--- config.mk ---
export PLATFORM = sky130hd
export DESIGN_NAME = gpio_irq_bank
export DESIGN_NICKNAME = d
export VERILOG_FILES = /design/src/rtl/gpio_irq_pkg.sv /design/src/rtl/gpio_irq_regs.sv /design/src/rtl/gpio_irq_detect.sv /design/src/rtl/gpio_irq_status.sv /design/src/rtl/gpio_irq_bank.sv
export SDC_FILE = /design/constraint.sdc
export NUM_CORES = 1
export LEC_CHECK = 0
export ABC_CLOCK_PERIOD_IN_PS = 2500
export CORE_MARGIN = 1.5
export CORE_UTILIZATION = 25
export CTS_CLUSTER_SIZE = 28
export DETAILED_ROUTE_END_ITERATION = 8
export SETUP_SLACK_MARGIN = 0.15
export SKIP_CTS_REPAIR_TIMING = 1
export SYNTH_ARGS = -nofsm -noshare
export SYNTH_HDL_FRONTEND = slang
export SYNTH_SLANG_ARGS = --single-unit
--- constraint.sdc ---
create_clock -name clk -period 2.5 [get_ports clk]
set_clock_uncertainty 0.1 [all_clocks]
set_input_delay 0.75 -clock clk [delete_from_list [all_inputs] [get_ports clk]]
set_output_delay 0.75 -clock clk [all_outputs]
set_load 0.02 [all_outputs]
--- src/rtl/gpio_irq_pkg.sv ---
package gpio_irq_pkg;
  localparam logic [7:0] OFS_ENABLE = 8'h00;
  localparam logic [7:0] OFS_MODE0  = 8'h04;
  localparam logic [7:0] OFS_MODE1  = 8'h08;
  localparam logic [7:0] OFS_MODE2  = 8'h0C;
  localparam logic [7:0] OFS_STATUS = 8'h10;

  typedef enum logic [2:0] {
    SEL_ENABLE,
    SEL_MODE0,
    SEL_MODE1,
    SEL_MODE2,
    SEL_STATUS,
    SEL_NONE
  } reg_sel_e;
endpackage

--- src/rtl/gpio_irq_regs.sv ---
module gpio_irq_regs
  import gpio_irq_pkg::*;
#(
  parameter int NPINS = 32,
  parameter int AW    = 8
) (
  input  logic             clk,
  input  logic             rst,
  input  logic             wr_i,
  input  logic [AW-1:0]    addr_i,
  input  logic [NPINS-1:0] wdata_i,
  input  logic [NPINS-1:0] status_i,
  output logic [NPINS-1:0] enable_o,
  output logic [NPINS-1:0] mode0_o,
  output logic [NPINS-1:0] mode1_o,
  output logic [NPINS-1:0] mode2_o,
  output logic [NPINS-1:0] clr_o,
  output logic [NPINS-1:0] rdata_o
);
  reg_sel_e sel;
  logic [NPINS-1:0] enable_q, mode0_q, mode1_q, mode2_q, rdata_q;

  always_comb begin
    sel = SEL_NONE;
    if (addr_i == AW'(OFS_ENABLE))      sel = SEL_ENABLE;
    else if (addr_i == AW'(OFS_MODE0))  sel = SEL_MODE0;
    else if (addr_i == AW'(OFS_MODE1))  sel = SEL_MODE1;
    else if (addr_i == AW'(OFS_MODE2))  sel = SEL_MODE2;
    else if (addr_i == AW'(OFS_STATUS)) sel = SEL_STATUS;
  end

  always_ff @(posedge clk) begin
    if (rst) begin
      enable_q <= '0;
      mode0_q  <= '0;
      mode1_q  <= '0;
      mode2_q  <= '0;
    end else if (wr_i) begin
      case (sel)
        SEL_ENABLE: enable_q <= wdata_i;
        SEL_MODE0:  mode0_q  <= wdata_i;
        SEL_MODE1:  mode1_q  <= wdata_i;
        SEL_MODE2:  mode2_q  <= wdata_i;
        default: ;
      endcase
    end
  end

  always_ff @(posedge clk) begin
    if (rst) rdata_q <= '0;
    else begin
      case (sel)
        SEL_ENABLE: rdata_q <= enable_q;
        SEL_MODE0:  rdata_q <= mode0_q;
        SEL_MODE1:  rdata_q <= mode1_q;
        SEL_MODE2:  rdata_q <= mode2_q;
        SEL_STATUS: rdata_q <= status_i;
        default:    rdata_q <= '0;
      endcase
    end
  end

  assign clr_o    = (wr_i && sel == SEL_STATUS) ? wdata_i : '0;
  assign enable_o = enable_q;
  assign mode0_o  = mode0_q;
  assign mode1_o  = mode1_q;
  assign mode2_o  = mode2_q;
  assign rdata_o  = rdata_q;


  enable_hold_chk: assert property (@(posedge clk) disable iff (rst)
    !$past(wr_i && sel == SEL_ENABLE) |-> $stable(enable_q));

  mode1_hold_chk: assert property (@(posedge clk) disable iff (rst)
    !$past(wr_i && sel == SEL_MODE1) |-> $stable(mode1_q));
endmodule

--- src/rtl/gpio_irq_detect.sv ---
module gpio_irq_detect #(
  parameter int NPINS = 32
) (
  input  logic             clk,
  input  logic             rst,
  input  logic [NPINS-1:0] pins_i,
  input  logic [NPINS-1:0] mode0_i,
  input  logic [NPINS-1:0] mode1_i,
  input  logic [NPINS-1:0] mode2_i,
  output logic [NPINS-1:0] event_o,
  output logic [NPINS-1:0] level_o
);
  logic [NPINS-1:0] cur_q, prev_q;
  logic             primed_q;

  always_ff @(posedge clk) begin
    if (rst) begin
      cur_q    <= '0;
      prev_q   <= '0;
      primed_q <= 1'b0;
    end else begin
      cur_q    <= pins_i;
      prev_q   <= primed_q ? cur_q : pins_i;
      primed_q <= 1'b1;
    end
  end

  for (genvar p = 0; p < NPINS; p++) begin : g_pin
    logic rise, fall, hit;
    always_comb begin
      rise = cur_q[p] & ~prev_q[p];
      fall = ~cur_q[p] & prev_q[p];
      if (mode1_i[p])      hit = mode0_i[p] ? cur_q[p] : ~cur_q[p];
      else if (mode2_i[p]) hit = rise | fall;
      else if (mode0_i[p]) hit = rise;
      else                 hit = fall;
    end
    assign event_o[p] = primed_q & hit;
    assign level_o[p] = mode1_i[p];
  end


  first_sample_chk: assert property (@(posedge clk) disable iff (rst)
    $rose(primed_q) |-> ((event_o & ~level_o) == '0));
endmodule

--- src/rtl/gpio_irq_status.sv ---
module gpio_irq_status #(
  parameter int NPINS = 32
) (
  input  logic             clk,
  input  logic             rst,
  input  logic [NPINS-1:0] event_i,
  input  logic [NPINS-1:0] level_i,
  input  logic [NPINS-1:0] enable_i,
  input  logic [NPINS-1:0] clr_i,
  output logic [NPINS-1:0] status_o,
  output logic             irq_o
);
  logic [NPINS-1:0] st_q, set_v;
  logic             irq_q;

  assign set_v = event_i & enable_i & ~(clr_i & level_i);

  always_ff @(posedge clk) begin
    if (rst) begin
      st_q  <= '0;
      irq_q <= 1'b0;
    end else begin
      st_q  <= (st_q & ~clr_i) | set_v;
      irq_q <= |st_q;
    end
  end

  assign status_o = st_q;
  assign irq_o    = irq_q;


  clear_only_chk: assert property (@(posedge clk) disable iff (rst)
    1'b1 |-> (($past(st_q) & ~$past(clr_i) & ~st_q) == '0));

  set_needs_enable_chk: assert property (@(posedge clk) disable iff (rst)
    1'b1 |-> ((st_q & ~$past(st_q) & ~$past(enable_i)) == '0));

  level_clear_wins_chk: assert property (@(posedge clk) disable iff (rst)
    1'b1 |-> (($past(clr_i & level_i) & st_q) == '0));

  edge_set_wins_chk: assert property (@(posedge clk) disable iff (rst)
    1'b1 |-> (($past(clr_i & event_i & enable_i & ~level_i) & ~st_q) == '0));

  irq_low_chk: assert property (@(posedge clk) disable iff (rst)
    (st_q == '0) |=> !irq_q);
endmodule

--- src/rtl/gpio_irq_bank.sv ---
module gpio_irq_bank #(
  parameter int NPINS = 32,
  parameter int AW    = 8
) (
  input  logic             clk,
  input  logic             rst,
  input  logic [NPINS-1:0] pins_i,
  input  logic             bus_wr,
  input  logic [AW-1:0]    bus_addr,
  input  logic [NPINS-1:0] bus_wdata,
  output logic [NPINS-1:0] bus_rdata,
  output logic             irq_o
);
  logic [NPINS-1:0] enable, mode0, mode1, mode2, clr, status, events, level;

  gpio_irq_regs #(.NPINS(NPINS), .AW(AW)) u_regs (
    .clk(clk), .rst(rst), .wr_i(bus_wr), .addr_i(bus_addr), .wdata_i(bus_wdata),
    .status_i(status), .enable_o(enable), .mode0_o(mode0), .mode1_o(mode1),
    .mode2_o(mode2), .clr_o(clr), .rdata_o(bus_rdata)
  );

  gpio_irq_detect #(.NPINS(NPINS)) u_detect (
    .clk(clk), .rst(rst), .pins_i(pins_i), .mode0_i(mode0), .mode1_i(mode1),
    .mode2_i(mode2), .event_o(events), .level_o(level)
  );

  gpio_irq_status #(.NPINS(NPINS)) u_status (
    .clk(clk), .rst(rst), .event_i(events), .level_i(level), .enable_i(enable),
    .clr_i(clr), .status_o(status), .irq_o(irq_o)
  );


  irq_rise_chk: assert property (@(posedge clk) disable iff (rst)
    $rose(irq_o) |-> ($past(status) != '0));
endmodule

==> flow_metrics.tcl <==
set metrics [dict create \
    status "finished, final reports clean" \
    ys.flop_type "dfxtp_1" \
    grt_overflow 0 \
    drive_gt1_share_pct 11.4 \
    ys_seq_elements 258 \
    tightestPinTransition_ns 0.737 \
    syn_nets 1523 \
    rr_worst_depth 3 \
    crit_arrival_ns 1.46 \
    synth_cell_types 34 \
    avgSynthCellArea_um2 9.31 \
    reg2reg_from "u_status.status_o[14]" \
    grt_pass1_wl_um 61600 \
    ios 108 \
    path_clk_slew_ns 0.06 \
    wl_per_cell_um 18.2 \
    placed_area_um2 15200 \
    reg2reg_slack_ns 0.85 \
    grt_antenna_before_repair 0 \
    die_y_um 230 \
    coreArea_um2 51100 \
    path_cells "clkdlybuf4s50_1" \
    initial_core_util_pct 25.2 \
    diodes 0 \
    vdd.ir_drop.worst_v 0.000494 \
    netlist_instances 1384 \
    path_depth 1 \
    first_iter_violations 681 \
    path_delay_family "buffers and inverters" \
    timing.critical_path.required_ns 1.65 \
    hold_viol_final 0 \
    max-clock-path-buffers 3 \
    r2r-end "u_status.irq_o" \
    min_path_type "flop to flop" \
    num-fill-cells 5218 \
    crit_path_end_kind "output port" \
    vias 10800 \
    die_w_um 230 \
    syn_area_um2 12900 \
    grt_pass1_vias 10900 \
    area_growth_pct 26.5 \
    hpwlAfterDp_um 27900 \
    routabilityCongestion 0.807 \
    critPathKind "flop to output port" \
    wl_um 39800 \
    cp-startpoint "u_regs.rdata_o[2]" \
    power.total_uw 9730 \
    final_util_pct 31.9 \
    clock-sinks 258 \
    seq_area_frac_synth_pct 40.1 \
    cts_tree "done" \
    vias_per_cell 4.90 \
    crit_end "bus_rdata[2]" \
    p_per_area_nw_per_um2 597 \
    synth-edff-count 0 \
    synth_warnings 0 \
    cts_buffers 29 \
    p_leak_uw 0.00681 \
    finalCritPeriodShare_pct 92.4 \
    finalMaxSlewViolations 0 \
    root_buffer "clkbuf_16" \
    worstPathMaxFanout 1 \
    drv_cap 0 \
    grt_max_degree 68 \
    postSynth.asyncResetShare_pct 0 \
    dieArea_um2 52900 \
    max_stage_delay_ns 0.59 \
    route.detailed.drc 0 \
    nets 1634 \
    clk_latency_ns 0.56 \
    fin_crit_ns 2.31 \
    rsz0062_at_grt "true" \
    crit_path_start_kind "flop" \
    maxSlewHeadroom_pct 50.8 \
    port_buffers 107 \
    setup_viol 0 \
    cts_max_level 1 \
    grt_usage_pct 14.7 \
    crit_buf_inv 1 \
    final_area_um2 16300 \
    final_antenna_net_count 0 \
    clock.fmax_ghz 0.433 \
    first_pass_iters 5 \
    row_count 83 \
    cp_slowest_cell "clkdlybuf4s50_1" \
]
## power breakdown
group / internal (uW) / switching, uW / total [uW]
Sequential: 4170 / 56.4 / 4230
Clock: 2910 / 1780 / 4690
Combinational: 348 / 462 / 810
Total: 7430 / 2300 / 9730
## state kept, by name (all words and copies together) (netlist names)
signal             count
u_regs.mode0_o        32
u_detect.primed_q      1
u_regs.enable_o       32
u_regs.mode1_o        32
u_detect.cur_q        32
u_detect.prev_q       32
u_status.status_o     32
u_status.irq_o         1
u_regs.rdata_o        32
u_regs.mode2_o        32
## stage by stage
step | worst slack, ns | TNS [ns] | cells | hold slack (ns)
finish | 0.189 | 0 | 2195 | 0.391
global route | 0.143 | 0 | 2195 | 0.420
CTS | 0.0960 | 0 | 2195 | 0.392
detailed placement | -0.450 | -40.37 | 2144 | 0.384
global placement | -0.433 | -36.28 | 2144 | 0.374
floorplan | 0.112 | 0 | 1384 | 0.361
## layout make-up
type | count | area [um2] | share of cell area (%)
Timing Repair Buffer | 183 | 1890 | 11.6
Multi-Input combinational cell | 925 | 6960 | 42.7
Tap cell | 680 | 851 | 5.22
Sequential cell | 258 | 5170 | 31.7
Clock inverter | 14 | 234 | 1.44
Clock buffer | 37 | 816 | 5.01
Inverter | 98 | 369 | 2.27
## logic make-up (layout without fill, tap and decap cells)
| group | after synthesis | in the layout | share of synthesized area [%] |
|---|---|---|---|
| buffers and inverters | 201 | 332 | 6.14 |
| xor gates and xnor gates | 32 | 32 | 2.18 |
| AOI/OAI and AO/OA | 194 | 194 | 11.3 |
| muxes | 224 | 224 | 17.7 |
| and+or+nand+nor | 411 | 411 | 16.4 |
| DFF | 258 | 258 | 40.1 |
| adders and majority gates | 64 | 64 | 6.22 |
## cell usage after synthesis, types with 2 or more instances
cell type	number	share of area (%)
dfxtp_1	258	40
mux2i_1	192	15
nand2_1	160	4.7
inv_1	98	2.9
clkbuf_1	73	2.1
nor4_1	72	3.5
nor2b_1	65	3.2
ha_1	64	6.2
nand4_1	37	1.8
nand2b_1	33	1.6
nor2_1	33	0.96
o21ai_0	33	1.3
a21oi_1	32	1.2
a41oi_1	32	2.2
mux2_2	32	2.8
o22a_1	32	2.2
o32ai_1	32	2.2
xnor2_1	32	2.2
a31o_1	30	2.0
buf_1	20	0.58
buf_2	5	0.19
buf_6	3	0.26
a31o_2	2	0.14
buf_4	2	0.12
or2_2	2	0.097
or3_1	2	0.097
## how the worst min path moves through the flow
stage / startpoint / endpoint / depth (start not counted)
floorplan: u_regs.mode2_o[12] / u_regs.mode2_o[12] / 2
global placement: u_regs.mode1_o[11] / u_regs.mode1_o[11] / 2
detailed placement: u_regs.mode1_o[11] / u_regs.mode1_o[11] / 2
CTS: u_regs.mode1_o[11] / u_regs.mode1_o[11] / 2
global route: u_regs.mode1_o[11] / u_regs.mode1_o[11] / 2
finish: u_regs.mode1_o[11] / u_regs.mode1_o[11] / 2
## cell usage in the layout, fill, tap and decap left out, types with 2 or more instances in the layout
cell type          n
dfxtp_1          257
mux2i_1          192
nand2_1          160
inv_1             97
clkdlybuf4s50_1   76
nor4_1            72
nor2b_1           64
ha_1              64
buf_4             61
nand4_1           37
nand2b_1          33
o21ai_0           33
nor2_1            32
mux2_2            32
xnor2_1           32
a41oi_1           32
o32ai_1           32
o22a_1            32
a21oi_1           32
a31o_1            30
clkbuf_16         29
dlymetal6s2s_1    28
buf_12            15
clkbuf_8           6
bufinv_16          6
clkinv_2           5
or2_2              2
a31o_2             2
inv_6              2
clkbuf_1           2
buf_2              2
## metal layers
layer  wire length [um]  GRT usage [%]
met4               1280           5.96
met2              17700           22.9
met5                  0              0
met3               2590           2.65
met1              18300           19.9
No activity file was read; power rests on OpenSTA's default activity.
